$ cat config.mk
export PLATFORM = sky130hd
export DESIGN_NAME = onoff_switch_ctrl
export DESIGN_NICKNAME = d
export VERILOG_FILES = /design/src/rtl/onoff_ctrl_pkg.sv /design/src/rtl/fault_latch.sv /design/src/rtl/blank_timer.sv /design/src/rtl/skip_counter.sv /design/src/rtl/onoff_switch_ctrl.sv
export SDC_FILE = /design/constraint.sdc
export NUM_CORES = 1
export LEC_CHECK = 0
export BUFFER_PORTS_ARGS = -buffer_cell sky130_fd_sc_hd__clkbuf_2
export CORE_MARGIN = 2
export CORE_UTILIZATION = 35
export DETAILED_ROUTE_END_ITERATION = 16
export SLEW_MARGIN = 0
export SYNTH_ARGS = -nofsm -noshare
export SYNTH_HDL_FRONTEND = slang
export SYNTH_SLANG_ARGS = --single-unit
export TNS_END_PERCENT = 10
$ cat constraint.sdc
create_clock -name clk_i -period 2.5 [get_ports clk_i]
set_input_delay 0.25 -clock clk_i [delete_from_list [all_inputs] [get_ports clk_i]]
set_output_delay 0.25 -clock clk_i [all_outputs]
set_load 0.01 [all_outputs]
$ cat src/rtl/onoff_ctrl_pkg.sv
package onoff_ctrl_pkg;
  localparam int unsigned NUM_FLT = 2;
  localparam int unsigned FLT_SUPPLY = 0;
  localparam int unsigned FLT_THERM  = 1;
  // supply fault starts latched: the supply has not yet been seen charged
  localparam logic [NUM_FLT-1:0] FLT_RST = 2'b01;
endpackage

$ cat src/rtl/fault_latch.sv
module fault_latch #(
  parameter logic RST_VAL = 1'b0
) (
  input  logic clk_i,
  input  logic rst_ni,
  input  logic set_i,
  input  logic clr_i,
  output logic flt_o
);
  always_ff @(posedge clk_i or negedge rst_ni) begin
    if (!rst_ni)    flt_o <= RST_VAL;
    else if (set_i) flt_o <= 1'b1;
    else if (clr_i) flt_o <= 1'b0;
  end
endmodule

$ cat src/rtl/blank_timer.sv
module blank_timer #(
  parameter int unsigned BLANK_CYC = 3
) (
  input  logic clk_i,
  input  logic rst_ni,
  input  logic load_i,
  input  logic run_i,
  output logic done_o
);
  localparam int unsigned CW = (BLANK_CYC < 1) ? 1 : $clog2(BLANK_CYC + 1);
  localparam logic [CW-1:0] LOAD_VAL = CW'(BLANK_CYC);

  logic [CW-1:0] cnt_q;

  always_ff @(posedge clk_i or negedge rst_ni) begin
    if (!rst_ni)                     cnt_q <= '0;
    else if (load_i)                 cnt_q <= LOAD_VAL;
    else if (run_i && cnt_q != '0)   cnt_q <= cnt_q - 1'b1;
  end

  assign done_o = (cnt_q == '0);
endmodule

$ cat src/rtl/skip_counter.sv
module skip_counter #(
  parameter int unsigned SKIP_W = 8
) (
  input  logic              clk_i,
  input  logic              rst_ni,
  input  logic              inc_i,
  output logic [SKIP_W-1:0] cnt_o
);
  always_ff @(posedge clk_i or negedge rst_ni) begin
    if (!rst_ni)    cnt_o <= '0;
    else if (inc_i) cnt_o <= cnt_o + 1'b1;
  end
endmodule

$ cat src/rtl/onoff_switch_ctrl.sv
module onoff_switch_ctrl
  import onoff_ctrl_pkg::*;
#(
  parameter int unsigned BLANK_CYC = 3,
  parameter int unsigned SKIP_W    = 8
) (
  input  logic              clk_i,
  input  logic              rst_ni,
  input  logic              cyc_start_i,
  input  logic              dmax_i,
  input  logic              en_i,
  input  logic              ilim_i,
  input  logic              permit_i,
  input  logic              bp_low_i,
  input  logic              bp_ok_i,
  input  logic              hot_i,
  input  logic              cool_i,
  output logic              gate_o,
  output logic [SKIP_W-1:0] skip_cnt_o
);
  logic [NUM_FLT-1:0] flt_set, flt_clr, flt_q;
  logic fire, skip, blank_done, trip, gate_d, gate_q;

  assign flt_set[FLT_SUPPLY] = bp_low_i;
  assign flt_clr[FLT_SUPPLY] = bp_ok_i;
  assign flt_set[FLT_THERM]  = hot_i;
  assign flt_clr[FLT_THERM]  = cool_i;

  for (genvar g = 0; g < NUM_FLT; g++) begin : g_flt
    fault_latch #(.RST_VAL(FLT_RST[g])) u_latch (
      .clk_i  (clk_i),
      .rst_ni (rst_ni),
      .set_i  (flt_set[g]),
      .clr_i  (flt_clr[g]),
      .flt_o  (flt_q[g])
    );
  end

  // single sample point per switching cycle
  assign fire = cyc_start_i & en_i & permit_i & dmax_i & ~|flt_q & ~|flt_set;
  assign skip = cyc_start_i & ~fire;

  // pulse end: window closed, unblanked current limit, or fresh fault
  assign trip = ~dmax_i | (ilim_i & blank_done) | |flt_set;

  always_comb begin
    gate_d = gate_q;
    if (fire)               gate_d = 1'b1;
    else if (cyc_start_i)   gate_d = 1'b0;
    else if (gate_q & trip) gate_d = 1'b0;
  end

  always_ff @(posedge clk_i or negedge rst_ni) begin
    if (!rst_ni) gate_q <= 1'b0;
    else         gate_q <= gate_d;
  end

  blank_timer #(.BLANK_CYC(BLANK_CYC)) u_blank (
    .clk_i  (clk_i),
    .rst_ni (rst_ni),
    .load_i (fire),
    .run_i  (gate_q),
    .done_o (blank_done)
  );

  skip_counter #(.SKIP_W(SKIP_W)) u_skip (
    .clk_i  (clk_i),
    .rst_ni (rst_ni),
    .inc_i  (skip),
    .cnt_o  (skip_cnt_o)
  );

  assign gate_o = gate_q;
endmodule

======== Word-level counts from Yosys, hierarchy flattened ========
Index checks and enable logic that the tools add are counted.
word-level totals
  bits in registers ....................... 13
  logic and storage cells ................. 39
  input bits .............................. 11
  output and inout port bits .............. 9
operators by class
  bitwise gates (word level) .............. 12
  muxes and demuxes ....................... 9
  reductions and logical operators ........ 11
  add/sub/neg operators ................... 2
operators by type and width
  kind                                              number
  adder 8 x 1 -> 8 bit, second input constant       1
  AND 1 bit                                         8
  nonzero test 2 bit                                4
  2-to-1 mux 1 bit                                  7
  2-to-1 mux 2 bit                                  2
  OR reduction 2 bit                                2
  nonzero test 3 bit                                1
  logical NOT 1 bit                                 2
  logical NOT 2 bit                                 1
  NOT 1 bit                                         2
  bitwise OR 1 bit                                  2
  subtractor 2 x 1 -> 2 bit, second input constant  1
  logical AND 1 bit                                 1

======== Logic depth before layout (Yosys ltp) ========
Gate-level depths: netlist of run 1.
  word-level depth ........................ 8
  gate-level depth with buffers ........... 6
  mapped depth without buffers ............ 6

======== Modules after synthesis ========
Synthesis of run 1 repeated with hierarchy kept, for this count alone.
unflattened totals
  cells, all modules ...................... 54
  area, all modules ....................... 611.8 sq um
by module, submodules not included
  module                          seq. area each (sq um)  cells each  times used  area an instance (sq um)
  skip_counter                    200.2                   26          1           337.8
  blank_timer                     50.0                    12          1           123.9
  onoff_switch_ctrl               25.0                    10          1           76.3
  fault_latch (g_flt[0].u_latch)  26.3                    3           1           37.5
  fault_latch (g_flt[1].u_latch)  25.0                    3           1           36.3

======== Least setup slack after synthesis of run 1 ========
Ideal clock, no wire load.
  path kind ............................... register to register
  start ................................... register g_flt[0].u_latch.flt_o
  end ..................................... register u_skip.cnt_o[1]
  buffers on the path ..................... 0
  arrival ................................. 1.244 ns
  stages on the path, launching flop included .. 5
  required time ........................... 2.375 ns
  clock period less this slack ............ 1.369 ns
  slack ................................... 1.131 ns
  setup time .............................. 0.125 ns
  path through ............................ dfstp_2 -> and4bb_4 -> nand4_2 -> nand2_2 -> mux2_4
on the way
  cells in the longest elaborated chain, start to end .. 6
RTL lines
  what                      RTL line                 RTL
  start: declaration        fault_latch.sv:8         output logic flt_o
  start signal: assignment  fault_latch.sv:11        if (!rst_ni) flt_o <= RST_VAL;
  start signal: assignment  fault_latch.sv:12        else if (set_i) flt_o <= 1'b1;
  start signal: assignment  fault_latch.sv:13        else if (clr_i) flt_o <= 1'b0;
  OR reduction 2 bit        onoff_switch_ctrl.sv:40  assign fire = cyc_start_i & en_i & permit_i & dmax_i & ~|flt_q & ~|flt_set;
  logical NOT 1 bit         onoff_switch_ctrl.sv:40
  AND 1 bit (2 in a row)    onoff_switch_ctrl.sv:40
  NOT 1 bit                 onoff_switch_ctrl.sv:41  assign skip = cyc_start_i & ~fire;
  AND 1 bit                 onoff_switch_ctrl.sv:41
  end signal: assignment    skip_counter.sv:11       else if (inc_i) cnt_o <= cnt_o + 1'b1;
  end: declaration          skip_counter.sv:7        output logic [SKIP_W-1:0] cnt_o
No other way between the ends.
A chain may end at the register's enable or synchronous reset.

======== Final worst setup path of run 1 ========
Ends and elaborated chain as after synthesis.

==> results_dict.tcl, run 1 <==
set metrics [dict create \
    register_area_um2 327 \
    setup-tns-final_ns 0 \
    grt_pass1_wl_um 1690 \
    p_per_area_nw_per_um2 860 \
    min_period_over_period_pct 58.1 \
    clk_pin_slew_ns 0.08 \
    numCtsBuffers 3 \
    dp.cells 91 \
    die_area_um2 2130 \
    worstSetupPathType "flop to flop" \
    fillCellCount 175 \
    cts_resized 0 \
    dieWidth_um 46.1 \
    antenna_cells 0 \
    synth.yosys.seq_area_share_pct 52.6 \
    firstDrtPassIters 4 \
    cap_violations 0 \
    grt_pass1_vias 397 \
    synth_top_area_share_pct 48.4 \
    setup.worst_path.start "g_flt[0].u_latch.flt_o$_DFFE_PN1P_" \
    layout-drive-gt1-share_pct 38.0 \
    crit_slowest_cell "dfstp_2" \
    hp-class "input port to flop" \
    rsz0062_at_grt "false" \
    overflow 0 \
    p_leak_nw 0.407 \
    layout_min_cycle_time_ns 1.45 \
    drt_iter0_drc 2 \
    yosys_warnings 0 \
    outcome "finished clean" \
    fin_cells 96 \
    path_cells "and4bb_4 -> nand4_2 -> nand2_2 -> mux2_4" \
    cts-htree-levels 1 \
    drtAntennaViolNets 0 \
    gp_congestion 0.726 \
    start_util_pct 36.7 \
    ctsRootBufferMaster "clkbuf_4" \
    grt_usage_pct 11.9 \
    clk_path_buf_depth 2 \
    skew_ns 0.00178 \
    antenna_found_initial 0 \
    worst_slew_pin_slew_ns 0.323 \
    ir_worst_vdd_mv 0.399 \
    grt_max_degree 14 \
    nNetsFinal 93 \
    place_hpwl_um 844 \
    wl_um 1060 \
    hold_viol 0 \
    synth_fp_nets 68 \
    crit_fanout 6 \
    min_from "hot_i" \
    via_per_inst 4.79 \
    syn_area_per_cell_um2 11.3 \
    synth_area_um2 621 \
    drc 0 \
    die_height_um 46.1 \
    critPathArrivalTime_ns 1.61 \
    fmax_mhz 688 \
    yosysTopAreaCell "dfrtp_1" \
    setup-violations-final 0 \
    final_util_pct 45.8 \
    startpoint_type "flop" \
    core_um2 1690 \
    whs_ns 0.186 \
    relSlewSlack_pct 78.5 \
    drv_slew 0 \
    reg2reg_from "g_flt[0].u_latch.flt_o$_DFFE_PN1P_" \
    ioPinCount 20 \
    clk_latency_ns 0.26 \
    required_ns 2.65 \
    crit_path_max_incr_delay_ns 0.37 \
    endpoint_kind "flop" \
    rows 15 \
    multi_input_area_um2 279 \
    cts_tree "built" \
    ys_ff_latch 13 \
    portBuffers 19 \
    wire_per_inst_um 11.1 \
    routed-via-count 460 \
    syn_to_final_growth_pct 24.6 \
    syn_inst 55 \
    synth_area_leaders "dfrtp_1 (48%), xnor2_1 (7.1%), nand2_1 (4.8%), dfstp_2 (4.2%), xor2_1 (4.2%)" \
    synth.distinct_cells 23 \
    cts.sinks 13 \
]
power by group:
| part | switching [mW] | internal [mW] |
|---|---|---|
| Combinational | 0.0928 | 0.107 |
| Sequential | 0.0685 | 0.271 |
| Clock | 0.0638 | 0.0616 |
| Total | 0.225 | 0.440 |
logic make-up after synthesis:
group	count (synthesis)	share of synthesized area, %
buf+inv	4	2.42
simple gates	23	23.2
flops	13	52.6
mux	1	2.42
fa+ha+maj	2	4.03
xor+xnor	8	11.3
compound gates	4	4.03
per-layer routing:
layer | part of all wire [%] | track usage (%)
met5 | 0 | 0
met3 | 5.1 | 4.71
met2 | 40 | 13.6
met4 | 1.1 | 6.86
met1 | 54 | 18.0
state kept, by name, summed over array words and instances, names as in the netlist:
name                 cells
gate_o                   1
u_skip.cnt_o             8
g_flt.u_latch.flt_o      2
u_blank.cnt_q            2
worst max-delay path: cells and delay by family (launching register included):
family	cells	cell delay [ns]
flops	1	0.37
mux	1	0.30
simple gates	3	0.68
synth_stat cells (all sizes together):
cell,n
xnor2,5
a21oi,1
ha,2
xor2,3
a21o,2
and4,2
nand3b,1
dfrtp,12
inv,4
mux2,1
dfstp,1
nand3,1
nand2,9
nor2b,1
and4bb,1
nor3,2
o21ai,1
nor2,2
nand4,4
worst paths after layout:
kind	to	slack [ns]	depth (start not counted)
min	g_flt[1].u_latch.flt_o$_DFFE_PN0P_	0.19	2
max reg2reg	u_skip.cnt_o[1]$_DFFE_PN0P_	1.05	4
max	u_skip.cnt_o[1]$_DFFE_PN0P_	1.05	4
min reg2reg	u_skip.cnt_o[7]$_DFFE_PN0P_	0.47	1
max in group asynchronous	g_flt[0].u_latch.flt_o$_DFFE_PN1P_	1.81	2
min in group asynchronous	u_skip.cnt_o[5]$_DFFE_PN0P_	0.40	2
metrics by stage:
stage	power (mW)	instance area (um2)	setup WS, ns
after floorplan	0.453	621	1.13
after global placement	0.541	737	1.08
after detailed placement	0.547	737	1.05
after CTS	0.678	773	1.04
after global routing	0.714	773	0.994
final	0.665	773	1.05
layout by cell type (no fill, tap or decap):
| cell type | count |
|---|---|
| clkbuf_2 | 19 |
| dfrtp_1 | 12 |
| nand2_1 | 8 |
| xnor2_1 | 5 |
| inv_1 | 4 |
| nand4_1 | 3 |
| xor2_1 | 3 |
| clkbuf_4 | 3 |
| nor3_1 | 2 |
| a21o_1 | 2 |
| ha_1 | 2 |
| and4bb_4 | 1 |
| nor2_2 | 1 |
| and4_4 | 1 |
| nand4_2 | 1 |
| and4_2 | 1 |
| nor2_1 | 1 |
| nand3_1 | 1 |
| nand2_2 | 1 |
| mux2_4 | 1 |
| nand3b_1 | 1 |
| a21oi_1 | 1 |
| nor2b_1 | 1 |
| o21ai_0 | 1 |
| clkbuf_1 | 1 |
| dfstp_2 | 1 |
| dlygate4sd3_1 | 1 |
layout make-up:
cell class	instances	share of cell area, %
timing repair buffer	20	13.6
multi-input combinational	38	36.1
sequential	13	42.2
tap	17	2.75
inverter	4	1.94
clock buffer	4	3.40
timing repair:
| action | 4_1_cts | 5_1_grt |
|---|---|---|
| hold buffers | 1 | 0 |
| endpoints found under the hold margin | 12 | 0 |
| setup buffers | 0 | 0 |
Note: power is estimated with default switching activity, not from simulation.
==> run 2, diff against run 1 <==
==> constraint.sdc (replaced) <==
create_clock -name clk_i -period 1.3 [get_ports clk_i]
set_input_delay 0.13 -clock clk_i [delete_from_list [all_inputs] [get_ports clk_i]]
set_output_delay 0.13 -clock clk_i [all_outputs]
set_load 0.01 [all_outputs]
==> run 2 against run 1 <==
The run now ends with negative setup slack left. Via count grew 6.1%. Critical path depth is the same. Final area grew 11%. Critical path type unchanged.
==> results_dict.tcl, run 2 (synthesis results as in run 1) <==
set metrics [dict create \
    grt.met3_usage_pct 2.35 \
    die_area_um2 2130 \
    worstSetupPathType "flop to flop" \
    dieWidth_um 46.1 \
    busiest_layer "met2" \
    critPathArrivalTime_ns 1.50 \
    skew_ns 0.00487 \
    violations "negative setup slack" \
    final_common_cell "clkbuf_2" \
    top_regs "u_skip.cnt_o x8, g_flt.u_latch.flt_o x2, u_blank.cnt_q x2" \
    crit_fanout 4 \
    cap_violations 0 \
    fin_ws_ns -0.0410 \
    drv_slew 0 \
    routed-via-count 488 \
    ctsRootBufferMaster "clkbuf_4" \
    ir_worst_vdd_mv 1.06 \
    antenna_found_initial 0 \
    cts_tree "built" \
    outcome "complete, but fails checks" \
    cts.sinks 13 \
    grt_use_met1_pct 17.7 \
    worst_slew_pin_slew_ns 0.317 \
    dp.cells 95 \
    grt_max_degree 14 \
    startpoint_type "flop" \
    p_per_area_nw_per_um2 1540 \
    layout-drive-gt1-share_pct 47.6 \
    grt_pass1_vias 477 \
    total_power_mw 1.32 \
    layout_min_cycle_time_ns 1.34 \
    final_area_um2 857 \
    wire_per_inst_um 11.7 \
    gp_congestion 0.733 \
    place_hpwl_um 916 \
    via_per_inst 4.83 \
    nNetsFinal 98 \
    rows 15 \
    grt_usage_pct 13.6 \
    required_ns 1.46 \
    numCtsBuffers 3 \
    portBuffers 19 \
    crit_slowest_cell "dfstp_2" \
    top_register "u_skip.cnt_o" \
    setup-tns-final_ns -0.0600 \
    wl_um 1180 \
    drc 0 \
    drt_iter0_drc 3 \
    fin_cells 101 \
    path_cells "and4bb_4 -> nand4_4 -> nand2_4 -> mux2_4" \
    endpoint_kind "flop" \
    relSlewSlack_pct 78.8 \
    die_height_um 46.1 \
    crit_path_max_incr_delay_ns 0.37 \
    hold_viol 0 \
    core_um2 1690 \
    path_buf_inv 0 \
    grt_use_met2_pct 20.8 \
    p_leak_nw 0.428 \
    ioPinCount 20 \
    cts-htree-levels 1 \
    start_util_pct 36.7 \
    cp_top_family "simple AND/OR/NAND/NOR gates" \
    layout_common_cells "clkbuf_2 (19), dfrtp_1 (12), nand2_1 (8)" \
    clk_path_buf_depth 2 \
    rsz0062_at_grt "true" \
    drtAntennaViolNets 0 \
    dpl_cell_area_um2 786 \
    clk_pin_slew_ns 0.08 \
    clk_latency_ns 0.27 \
    antenna_cells 0 \
    largest_reg_flops 8 \
    min_period_over_period_pct 103 \
    overflow 0 \
    firstDrtPassIters 4 \
    fmax_mhz 746 \
    setup-violations-final 4 \
    syn_to_final_growth_pct 38.1 \
    hp-class "input port to flop" \
    grt_pass1_wl_um 2010 \
]
-- run 2: per-stage QoR --
step / hold slack (ns) / util, % / setup WS, ns
after detailed placement: 0.0416 / 46.5 / -0.0636
after floorplan: -0.166 / - / -0.0185
final: 0.0555 / 50.7 / -0.0410
after global routing: 0.0587 / 50.7 / -0.0952
after CTS: 0.0523 / 49.9 / -0.0553
after global placement: 0.0424 / 46.5 / -0.0327
-- run 2: per-layer routing --
metal  vias up  share of wire (%)
met5         -                  0
met4         0                2.1
met3         4                4.1
met2        14                 48
met1       225                 45
li1        245                  -
-- run 2: timing repair --
action / 4_1_cts / 5_1_grt
endpoints found under the setup margin: 5 / 7
hold buffers: 1 / 0
hold endpoints to repair: 12 / 0
buffers inserted: 0 / 1
gates resized for setup: 4 / 2
pin swaps: 3 / 1
-- run 2: worst register-to-register path: stages, from the launching register on --
cell and delay (ns):
dfstp_2 0.37, and4bb_4 0.35, nand4_4 0.12, nand2_4 0.10, mux2_4 0.29
-- run 2: path summary, 6_finish.rpt --
check                                              startpoint  cells after the start  slack, ns                                 end
setup reg to reg           g_flt[0].u_latch.flt_o$_DFFE_PN1P_                      4      -0.04         u_skip.cnt_o[1]$_DFFE_PN0P_
min in group asynchronous                              rst_ni                      2       0.27        u_blank.cnt_q[0]$_DFFE_PN0P_
hold reg to reg                   u_skip.cnt_o[7]$_DFFE_PN0P_                      1       0.47         u_skip.cnt_o[7]$_DFFE_PN0P_
hold / removal                                          hot_i                      2       0.06  g_flt[1].u_latch.flt_o$_DFFE_PN0P_
max in group asynchronous                              rst_ni                      2       0.74  g_flt[0].u_latch.flt_o$_DFFE_PN1P_
setup / recovery           g_flt[0].u_latch.flt_o$_DFFE_PN1P_                      4      -0.04         u_skip.cnt_o[1]$_DFFE_PN0P_
-- run 2: cell type report --
type                       instances  area, um2
sequential                        13        327
inverter                           4       15.0
fill                             174        832
multi-input combinational         38        325
tap                               17       21.3
clock buffer                       4       26.3
timing repair buffer              25        143
-- run 2: power by group --
group / switching (mW) / total (mW) / leakage, nW / internal (mW)
combinational: 0.200 / 0.419 / 0.260 / 0.219
sequential: 0.133 / 0.654 / 0.153 / 0.521
clock: 0.127 / 0.246 / 0.0150 / 0.119
total: 0.461 / 1.32 / 0.428 / 0.859
